**src/rtl/pf_gate_pkg.sv**
```systemverilog
package pf_gate_pkg;
  typedef enum logic [2:0] {
    CHK_IDLE,
    CHK_WAIT_FALL1,
    CHK_WAIT_RISE1,
    CHK_WAIT_FALL2,
    CHK_WAIT_RISE2
  } chk_state_e;
endpackage

```
**src/rtl/pf_in_sync.sv**
```systemverilog
module pf_in_sync #(
  parameter int unsigned STAGES = 2
) (
  input  logic clk_i,
  input  logic rst_ni,
  input  logic in_ni,
  output logic fall_o,
  output logic rise_o
);
  logic [STAGES-1:0] sync_q;
  logic              last_q;

  always_ff @(posedge clk_i or negedge rst_ni) begin
    if (!rst_ni) begin
      sync_q <= '1;
      last_q <= 1'b1;
    end else begin
      sync_q <= {sync_q[STAGES-2:0], in_ni};
      last_q <= sync_q[STAGES-1];
    end
  end

  assign fall_o = last_q & ~sync_q[STAGES-1];
  assign rise_o = ~last_q & sync_q[STAGES-1];
endmodule

```
**src/rtl/pf_hold_ch.sv**
```systemverilog
module pf_hold_ch #(
  parameter int unsigned HOLD_CYCLES = 75
) (
  input  logic clk_i,
  input  logic rst_ni,
  input  logic fail_rise_i,
  input  logic fail_q_i,
  input  logic in_ni,
  output logic gated_no
);
  localparam int unsigned CW = $clog2(HOLD_CYCLES + 1);

  logic          hold_q;
  logic [CW-1:0] cnt_q;

  always_ff @(posedge clk_i or negedge rst_ni) begin
    if (!rst_ni) begin
      hold_q <= 1'b0;
      cnt_q  <= '0;
    end else if (fail_rise_i) begin
      hold_q <= ~in_ni;
      cnt_q  <= CW'(1);
    end else if (!fail_q_i) begin
      hold_q <= 1'b0;
      cnt_q  <= '0;
    end else if (hold_q) begin
      // release on strobe end or budget exhausted
      if (in_ni || cnt_q == CW'(HOLD_CYCLES)) hold_q <= 1'b0;
      else                                    cnt_q  <= cnt_q + CW'(1);
    end
  end

  assign gated_no = hold_q ? in_ni : 1'b1;
endmodule

```
**src/rtl/pf_batt_check.sv**
```systemverilog
module pf_batt_check
  import pf_gate_pkg::*;
#(
  parameter int unsigned NUM_BAT = 2,
  localparam int unsigned SEL_W = $clog2(NUM_BAT)
) (
  input  logic               clk_i,
  input  logic               rst_ni,
  input  logic               fail_fall_i,
  input  logic               fail_q_i,
  input  logic [NUM_BAT-1:0] bat_low_i,
  input  logic [SEL_W-1:0]   bat_sel_i,
  input  logic               bat_swap_i,
  input  logic               ce_fall_i,
  input  logic               ce_rise_i,
  output logic               inhibit_o
);
  chk_state_e state_q;
  logic       bad_q;
  logic       bad_now;

  assign bad_now = bat_swap_i ? |bat_low_i : bat_low_i[bat_sel_i];

  always_ff @(posedge clk_i or negedge rst_ni) begin
    if (!rst_ni) begin
      state_q <= CHK_IDLE;
      bad_q   <= 1'b0;
    end else if (fail_fall_i) begin
      state_q <= CHK_WAIT_FALL1;
      bad_q   <= bad_now;
    end else if (fail_q_i) begin
      state_q <= CHK_IDLE;
    end else begin
      unique case (state_q)
        CHK_WAIT_FALL1: if (ce_fall_i) state_q <= CHK_WAIT_RISE1;
        CHK_WAIT_RISE1: if (ce_rise_i) state_q <= CHK_WAIT_FALL2;
        CHK_WAIT_FALL2: if (ce_fall_i) state_q <= CHK_WAIT_RISE2;
        CHK_WAIT_RISE2: if (ce_rise_i) state_q <= CHK_IDLE;
        default:        state_q <= CHK_IDLE;
      endcase
    end
  end

  // armed between end of cycle 1 and end of cycle 2
  assign inhibit_o = bad_q &
                     (state_q == CHK_WAIT_FALL2 || state_q == CHK_WAIT_RISE2);
endmodule

```
**src/rtl/pf_mem_gate.sv**
```systemverilog
module pf_mem_gate #(
  parameter int unsigned HOLD_CYCLES = 75,
  parameter int unsigned NUM_BAT     = 2,
  parameter int unsigned SYNC_STAGES = 2,
  localparam int unsigned SEL_W      = $clog2(NUM_BAT)
) (
  input  logic               clk_i,
  input  logic               rst_ni,
  input  logic               pwr_fail_i,
  input  logic [NUM_BAT-1:0] bat_low_i,
  input  logic [SEL_W-1:0]   bat_sel_i,
  input  logic               bat_swap_i,
  input  logic               cei_ni,
  input  logic               wei_ni,
  output logic               ceo_no,
  output logic               weo_no,
  output logic               pfo_no
);
  localparam int unsigned NCH = 2;

  logic           fail_q;
  logic           fail_rise;
  logic           fail_fall;
  logic [NCH-1:0] strobe_n;
  logic [NCH-1:0] held_n;
  logic           ce_fall;
  logic           ce_rise;
  logic           inhibit;

  always_ff @(posedge clk_i or negedge rst_ni) begin
    if (!rst_ni) fail_q <= 1'b0;
    else         fail_q <= pwr_fail_i;
  end

  assign fail_rise = pwr_fail_i & ~fail_q;
  assign fail_fall = ~pwr_fail_i & fail_q;
  assign strobe_n  = {wei_ni, cei_ni};

  for (genvar g = 0; g < NCH; g++) begin : g_hold
    pf_hold_ch #(.HOLD_CYCLES(HOLD_CYCLES)) u_hold (
      .clk_i      (clk_i),
      .rst_ni     (rst_ni),
      .fail_rise_i(fail_rise),
      .fail_q_i   (fail_q),
      .in_ni      (strobe_n[g]),
      .gated_no   (held_n[g])
    );
  end

  pf_in_sync #(.STAGES(SYNC_STAGES)) u_ce_sync (
    .clk_i (clk_i),
    .rst_ni(rst_ni),
    .in_ni (cei_ni),
    .fall_o(ce_fall),
    .rise_o(ce_rise)
  );

  pf_batt_check #(.NUM_BAT(NUM_BAT)) u_chk (
    .clk_i      (clk_i),
    .rst_ni     (rst_ni),
    .fail_fall_i(fail_fall),
    .fail_q_i   (fail_q),
    .bat_low_i  (bat_low_i),
    .bat_sel_i  (bat_sel_i),
    .bat_swap_i (bat_swap_i),
    .ce_fall_i  (ce_fall),
    .ce_rise_i  (ce_rise),
    .inhibit_o  (inhibit)
  );

  assign ceo_no = fail_q ? held_n[0] : (cei_ni | inhibit);
  assign weo_no = fail_q ? held_n[1] : wei_ni;
  assign pfo_no = ~fail_q;
endmodule

```
**config.mk**
```make
export PLATFORM = sky130hd
export DESIGN_NAME = pf_mem_gate
export DESIGN_NICKNAME = d
export VERILOG_FILES = /design/src/rtl/pf_gate_pkg.sv /design/src/rtl/pf_in_sync.sv /design/src/rtl/pf_hold_ch.sv /design/src/rtl/pf_batt_check.sv /design/src/rtl/pf_mem_gate.sv
export SDC_FILE = /design/constraint.sdc
export NUM_CORES = 1
export LEC_CHECK = 0
export BUFFER_PORTS_ARGS = -buffer_cell sky130_fd_sc_hd__clkbuf_2
export CELL_PAD_IN_SITES_DETAIL_PLACEMENT = 0
export CELL_PAD_IN_SITES_GLOBAL_PLACEMENT = 1
export CORE_MARGIN = 5
export CORE_UTILIZATION = 48
export CTS_CLUSTER_DIAMETER = 100
export DETAILED_ROUTE_END_ITERATION = 12
export PLACE_DENSITY = 0.88
export SLEW_MARGIN = 40
export SYNTH_ARGS = -nofsm -noshare
export SYNTH_HDL_FRONTEND = slang
export SYNTH_SLANG_ARGS = --single-unit
```
**constraint.sdc**
```tcl
create_clock -name clk_i -period 2.9 [get_ports clk_i]
set_input_delay 0.87 -clock clk_i [delete_from_list [all_inputs] [get_ports clk_i]]
set_output_delay 0.87 -clock clk_i [all_outputs]
set_load 0.02 [all_outputs]
```
## After elaboration in Yosys (flattened, before gate mapping)

Index checks and enable logic that the tools add are counted.

| word-level totals | value |
|---|---|
| bits in registers | 24 |
| bits in latches | 0 |
| RAM bits | 0 |
| memory bits (read-only) | 0 |
| input bits | 9 |
| output and inout bits | 3 |
| word-level logic and storage cells | 75 |
| memories | 0 |

| operators by class | value |
|---|---|
| add/sub/neg operators | 2 |
| $mul | 0 |
| div/mod/pow operators | 0 |
| order comparisons | 1 |
| equal/unequal tests | 14 |
| shift operators | 0 |
| muxes and demuxes | 30 |
| bitwise logic cells | 12 |
| reductions and logical operators | 7 |

Operators by type and width:

| kind | number |
|---|---|
| $mux 7 | 8 |
| $mux 3 | 6 |
| $ne 4x4->1 const B | 4 |
| $mux 1 | 15 |
| $add 7x1->7 const B | 2 |
| $eq 7x7->1 const B | 2 |
| $pmux 3 s4 | 1 |
| $eq 3x2->1 const B | 2 |
| $ne 3x1->1 const B | 2 |
| $ne 3x3->1 const B | 2 |
| $not 1->1 | 6 |
| $and 1x1->1 | 5 |
| $reduce_and 2->1 | 2 |
| $reduce_and 4->1 | 1 |
| $eq 3x1->1 const B | 1 |
| $eq 3x3->1 const B | 1 |
| $logic_or 1x1->1 | 3 |
| $lt 1x2->1 const B | 1 |
| $reduce_or 2->1 | 1 |
| $or 1x1->1 | 1 |

## Logic depth before layout (Yosys ltp)

Gate-level depths: netlist of run 1.

| depth | value |
|---|---|
| depth in word-level cells | 6 |
| depth in mapped cells | 4 |
| mapped depth without buffers | 4 |

## Modules after synthesis

Synthesis of run 1 repeated with hierarchy kept, for this count alone.

| second synthesis, totals | value |
|---|---|
| cells, all modules | 135 |
| area, all modules | 1343.8 sq um |

Modules (own cells, without submodules):

| module | times used | cells each | area each (sq um) | seq. area each (sq um) |
|---|---|---|---|---|
| pf_hold_ch | 2 | 50 | 473.0 | 200.2 |
| pf_batt_check | 1 | 22 | 235.2 | 100.1 |
| pf_in_sync | 1 | 5 | 93.8 | 78.8 |
| pf_mem_gate | 1 | 8 | 68.8 | 25.0 |

## Worst setup path before layout of run 1

No wires, ideal clock.

| path | value |
|---|---|
| path kind | register to output |
| start | reg u_chk.state_q[0] |
| end | out ceo_no |
| arrival time | 1253 ps |
| data required time | 2030 ps |
| path slack | 777 ps |
| stages on the path, launching flop included | 4 |
| path buffers | 0 |
| cell sequence | dfrtp_1 > or3b_2 > o21ai_0 > a311o_1 |

| between the ends | value |
|---|---|
| longest elaborated chain between the ends | 5 |
| elaborated cells between the ends (all ways) | 6 |
| classes of those cells | eq/ne (2); mux (1); bitwise (2); reduce/logical (1) |

Ends and longest elaborated chain:

| element | line | RTL |
|---|---|---|
| start: declaration | pf_batt_check.sv:18 | `chk_state_e state_q;` |
| start signal: assignment | pf_batt_check.sv:26 | `state_q <= CHK_IDLE;` |
| start signal: assignment | pf_batt_check.sv:29 | `state_q <= CHK_WAIT_FALL1;` |
| start signal: assignment | pf_batt_check.sv:32 | `state_q <= CHK_IDLE;` |
| $eq 3x2->1 or $eq 3x3->1 (tied branches) | pf_batt_check.sv:46 | `(state_q == CHK_WAIT_FALL2 \|\| state_q == CHK_WAIT_RISE2);` |
| $logic_or 1x1->1 (*) | pf_batt_check.sv:46 |  |
| $and 1x1->1 (*) | pf_batt_check.sv:45 | `assign inhibit_o = bad_q &` |
| $or 1x1->1 (*) | pf_mem_gate.sv:71 | `assign ceo_no = fail_q ? held_n[0] : (cei_ni \| inhibit);` |
| $mux 1 (*) | pf_mem_gate.sv:71 |  |
| end: declaration | pf_mem_gate.sv:15 | `output logic ceo_no,` |

Every way passes the cells marked *; elsewhere a longest branch is shown, timed or not.

## Worst setup path in the final report of run 1

Ends and elaborated chain as after synthesis.

==> impl_results.md, run 1 <==
* P&R area growth vs syn at 9.50%
* Largest net degree at the start of global routing at 25
* Final Setup Violations at 0
* Detailed Route WL at 2520 um
* Worst Path Arrival at around 1700 ps
* Layout cells sized above 1 at 0.157
* Initial antenna violation count at 0
* Synth warn at 0
* Synthesized net count at 140
* Setup Skew at approximately 2.1 ps
* RSZ-0062 raised after global routing: false
* # Post-CTS Setup Buffers at 0
* Cell variety after synth at 40
* Minimum setup slack among reg-to-reg paths at about 1200 ps
* Cells after synthesis at 129
* CP max stage cell: or3b_2
* Fmax at 390 MHz
* DRT Pass-1 Iters at 4
* Vias in the first global route at 1033
* Vias/cell at between 6 and 7
* H-tree levels at 1
* Via Count at between 1000 and 1500
* PortBufs at 11
* Die Ht at about 61 um
* Cell family with most CP delay: simple AND/OR/NAND/NOR gates
* Pre-CTS setup slack at approximately 610 ps
* Layout Nets at around 150
* Hold Path Origin: u_ce_sync.sync_q[0]
* Worst Tran Pin Value at about 600 ps
* VDD IR-drop max at slightly above 300 uV
* Hold WC Path Type: register to register
* # diodes at 0
* Rows at 18
* Register bit total from synthesis at 24
* CTS max path bufs at 2
* TritonCTS Buffers at 3
* PwrDens at around 430 nW/um^2
* Initial DRC Count at between 50 and 60
* Core Box Area at 2500 sq um
* First-pass GRT wire length at 4430 um
* Slew margin rel. at 0.601
* Final hold vios at 0
* RR Startpoint: g_hold[0].u_hold.cnt_q[4]
* Register area share after synthesis at 0.478
* Top cells by count, synth: dfrtp_1, nand2_1, a21oi_1
* Top cell type's share of synthesized area at 0.415
* Crit path launch type: register
* Final Worst Setup Slack at between 300 and 400 ps
* Fraction of registers with async set/reset at 1.00
* Status: completed
* Top post-synthesis cells by area: dfrtp_1, dfstp_2, nand2_1, a21oi_1, nand2b_1
* Worst skew pair latency at approximately 310 ps
* Clock Root Buffer: clkbuf_4
* Max_cap viols at 0
* Ports at 12
* Total congestion overflow at 0
* Post-cts resize count at 0
* CP Max Fanout at 5
* Required @ worst endpoint at roughly 2000 ps
* Total GRT Usage at 0.158
* Post-DP HPWL at around 1800 um
* Avg Synthesized Cell Area at between 9 and 10 sq um
* Routed length per instance at around 15 um
* TNS Setup at 0 ps
* Period Utilization, post-route at 0.884
* End of the worst register-to-register path: g_hold[0].u_hold.cnt_q[0]
* Gpl congestion at around 0.81
* Leading area contributor after synthesis: dfrtp_1
* Final Max Tran Viols at 0
* Hold endpoint: u_ce_sync.sync_q[1]
* Top-count cell post-synth: dfrtp_1
* Clock transition at the registers of the reported paths at about 130 ps
* Worst hold path depth at 0
* Setup CP Type: register to primary output
* WP buf/inv at 1
* Die footprint at between 3000 and 4000 sq um
* Die X-Extent at 61.3 um
* Worst setup startpoint: u_chk.state_q[0]
* Initial core utilization at 0.506
* Post-synth EDFFs at 0
* Leakage at roughly 0.00057 uW
* Drt drc at 0
* CTS Hold Buffers Added at 0
* Min Tclk post-route at between 2000 and 3000 ps
* Sink Count at 24
* CTS tree: done
* Slowest stage delay, CP at roughly 490 ps
* Antenna Nets Post-Route at 0
* R2R depth at 3
* Main flop type after synthesis: dfrtp_1
* Overall power consumption at 597 uW
* Post-Syn Area at 1260 sq um
* Critical path endpoint category: primary output
* Critical-path cell list: or3b_2 -> o21ai_0 -> a311o_1 -> clkbuf_2
stage by stage:
step	area [sq um]	cells	hold WS, ps	utilization
2_1_floorplan	1260	129	345	-
3_3_place_gp	1350	166	347	0.540
3_5_place_dp	1350	166	351	0.540
4_1_cts	1390	170	370	0.554
5_1_grt	1390	170	378	0.554
6_report	1390	170	368	0.554
area by class of cell:
type,count,area (sq um)
tap,30,37.5
timing repair buffer,13,70.1
clock buffer,4,36.3
fill,239,1110
sequential,24,604
multi-input combinational,96,626
inverter,3,11.3
registers in the layout, indices dropped and copies added (netlist names):
register	count
u_chk.state_q	3
fail_q	1
u_ce_sync.last_q	1
g_hold.u_hold.cnt_q	14
u_ce_sync.sync_q	2
g_hold.u_hold.hold_q	2
u_chk.bad_q	1
worst reg2reg max path, stage by stage, from the launching register on:
cell,delay [ps]
dfrtp_1,440
or4b_1,660
o2111a_1,280
nor4_1,230
metal layers:
layer	GRT usage	up-vias	routed length, um
met5	0	-	0
met4	0.0636	0	17
met3	0.0273	2	92
met2	0.264	21	1210
met1	0.204	511	1210
li1	-	509	-
how the worst max path moves through the flow:
stage	end	slack, ps	depth (start not counted)
detailed placement	ceo_no	610	3
finish	ceo_no	340	4
global route	ceo_no	250	4
floorplan	ceo_no	780	3
global placement	ceo_no	620	3
CTS	ceo_no	310	4
logic make-up after synthesis:
| group | Yosys count | share of synthesized area |
|---|---|---|
| AO/OA/AOI/OAI | 35 | 0.189 |
| XOR/XNOR | 1 | 0.00693 |
| adder cells (fa/ha/maj) | 2 | 0.0198 |
| buffers and inverters | 9 | 0.0277 |
| flip-flops | 24 | 0.478 |
| multiplexers | 3 | 0.0237 |
| AND/OR/NAND/NOR | 55 | 0.255 |
placed cells by master, fill, tap and decap left out, types with 2 or more instances in the layout:
cell and n:
a2111oi_0 2, a211o_1 3, a21oi_1 9, buf_4 2, clkbuf_2 11, clkbuf_4 3
dfrtp_1 21, dfstp_2 3, ha_1 2, inv_1 3, mux2i_1 3, nand2_1 13
nand2b_1 7, nand3_1 4, nand3b_1 2, nand4_1 5, nand4b_1 3, nor2_1 3
nor2b_1 2, nor3_1 3, nor4_1 3, o2111ai_1 2, o211ai_1 2, o21a_1 2
o21ai_0 7, or3_1 5
where the power goes:
part	switching (uW)	leakage (uW)	internal, uW
combinational	36.9	0.000239	22.5
clock	99.2	0.0000210	76.7
sequential	12.8	0.000312	349
(Power assumes the default switching activity.)
==> run 2, diff against run 1 <==
--- a/constraint.sdc
+++ b/constraint.sdc
@@ -3,2 +3,2 @@
 set_output_delay 0.87 -clock clk_i [all_outputs]
-set_load 0.02 [all_outputs]
+set_load 0.05 [all_outputs]
==> impl_results.md, run 2 (same netlist as run 1, synthesis figures left out) <==
* Worst Tran Pin Value at 593 ps (-6.39 ps)
* Status: completed
* Period Utilization, post-route at 0.928 (+0.0437)
* Drt drc at 0 (unchanged)
* CP Max Fanout at 5 (unchanged)
* Crit path launch type: register
* Via Count at 1022 (-2.0%)
* Final Setup Violations at 0 (unchanged)
* Total GRT Usage at 0.157 (-0.000803)
* RSZ-0062 raised after global routing: false
* TNS Setup at 0 ps (unchanged)
* CTS max path bufs at 2 (unchanged)
* Hold Path Origin: u_ce_sync.sync_q[0]
* Fmax at 372 MHz (-4.7%)
* Sink Count at 24 (unchanged)
* Final Max Tran Viols at 0 (unchanged)
* Combinational share of power at 0.108 (+0.009)
* Sw power at 156 uW (+4.5%)
* PortBufs at 11 (unchanged)
* Max reg flops at 14 (unchanged)
* CTS Hold Buffers Added at 0 (unchanged)
* Die Ht at 61.3 um (unchanged)
* Most frequent cells in the layout: dfrtp_1, nand2_1, clkbuf_2
* Hold endpoint: u_ce_sync.sync_q[1]
* Register share of total power at 0.599 (-0.007)
* Clock transition at the registers of the reported paths at 130 ps (about the same)
* Hold WC Path Type: register to register
* Leakage at 0.000572 uW (unchanged)
* Clock Root Buffer: clkbuf_4
* Worst hold path depth at 0 (unchanged)
* Die footprint at 3760 sq um (unchanged)
* Worst skew pair latency at 310 ps (about the same)
* H-tree levels at 1 (unchanged)
* DP Area at 1350 sq um (unchanged)
* # diodes at 0 (unchanged)
* Minimum setup slack among reg-to-reg paths at 1190 ps (-20 ps)
* P&R area growth vs syn at 9.50% (unchanged)
* RR Startpoint: g_hold[0].u_hold.cnt_q[2]
* Antenna Nets Post-Route at 0 (unchanged)
* Slew margin rel. at 0.605 (+0.00426)
* Commonest non-fill, non-tap cell in the layout: dfrtp_1
* Total congestion overflow at 0 (unchanged)
* Post-DP HPWL at 1810 um (+1.7%)
* Sw Share at 0.258 (+0.00832)
* Setup CP Type: register to primary output
* Core Box Area at 2500 sq um (unchanged)
* Final hold vios at 0 (unchanged)
* Die X-Extent at 61.3 um (unchanged)
* End of the worst register-to-register path: g_hold[0].u_hold.cnt_q[0]
* Routed length per instance at 14.8 um (-0.20%)
* Layout cells sized above 1 at 0.157 (unchanged)
* TritonCTS Buffers at 3 (unchanged)
* R2R depth at 3 (unchanged)
* Post-cts resize count at 0 (unchanged)
* Largest net degree at the start of global routing at 25 (unchanged)
* Initial core utilization at 0.506 (unchanged)
* Critical path endpoint category: primary output
* Gpl congestion at 0.787 (-3.3%)
* VDD IR-drop max at 227 uV (-26%)
* DRT Pass-1 Iters at 4 (unchanged)
* Vias/cell at 6.01 (-2.0%)
* Final instance area at 1390 sq um (unchanged)
* Max_cap viols at 0 (unchanged)
* Initial DRC Count at 48 (-7.7%)
* CTS tree: done
* Detailed Route WL at 2520 um (-0.20%)
* Min Tclk post-route at 2690 ps (+127 ps)
* Top Registers: g_hold.u_hold.cnt_q x14, u_chk.state_q x3
* PwrDens at 436 nW/um^2 (+1.1%)
* Clock share of power at 0.293 (-0.002)
* Largest Register: g_hold.u_hold.cnt_q
* Worst Path Arrival at 1820 ps (+130 ps)
* Ports at 12 (unchanged)
* Setup Skew at 1.28 ps (-0.815 ps)
* Required @ worst endpoint at 2030 ps (about the same)
* First-pass GRT wire length at 4400 um (-0.61%)
* Vias in the first global route at 987 (-4.5%)
* # Post-CTS Setup Buffers at 0 (unchanged)
* Rows at 18 (unchanged)
* Internal power at 448 uW (about the same)
* Layout Nets at 152 (unchanged)
* Initial antenna violation count at 0 (unchanged)
[run 2: final cells by class]
type                    count  area (sq um)
repair buffers             13          70.1
well taps                  30          37.5
multi-input cells          96           626
flip-flops and latches     24           604
fillers                   229          1110
clock buffers               4          36.3
inverters                   3          11.3
[run 2: through the flow]
stage	total power (uW)	hold slack [ps]	setup slack (ps)	utilization	instances
2_1_floorplan	406	345	318	-	129
3_3_place_gp	431	347	532	0.540	166
3_5_place_dp	434	347	528	0.540	166
4_1_cts	611	366	199	0.554	170
5_1_grt	636	371	122	0.554	170
6_report	604	365	210	0.554	170
[run 2: worst max-delay path by stage]
| stage | slack, ps | startpoint | to |
|---|---|---|---|
| floorplan | 320 | fail_q | weo_no |
| global placement | 530 | cei_ni | ceo_no |
| detailed placement | 530 | cei_ni | ceo_no |
| CTS | 200 | u_chk.state_q[0] | ceo_no |
| global route | 120 | u_chk.state_q[0] | ceo_no |
| finish | 210 | u_chk.state_q[0] | ceo_no |
[run 2: metal layers]
metal,global-route usage,vias up,routed length [um]
li1,-,510,-
met1,0.219,497,1260
met2,0.249,13,1150
met3,0.0273,2,82
met4,0.0545,0,23
met5,0,-,0
[run 2: power groups by stage]
stage	clock network (uW)	registers (uW)	logic, uW
detailed placement	0	367	66.6
global placement	0	367	64.3
global route	197	364	74.4
CTS	183	361	66.8
floorplan	0	365	41.6
finish	177	361	65.4
[run 2: worst max-delay path, cell delays in order (launching register included)]
cell,delay (ps)
dfrtp_1,440
or3b_2,510
o21ai_0,110
a311o_1,190
clkbuf_2,270
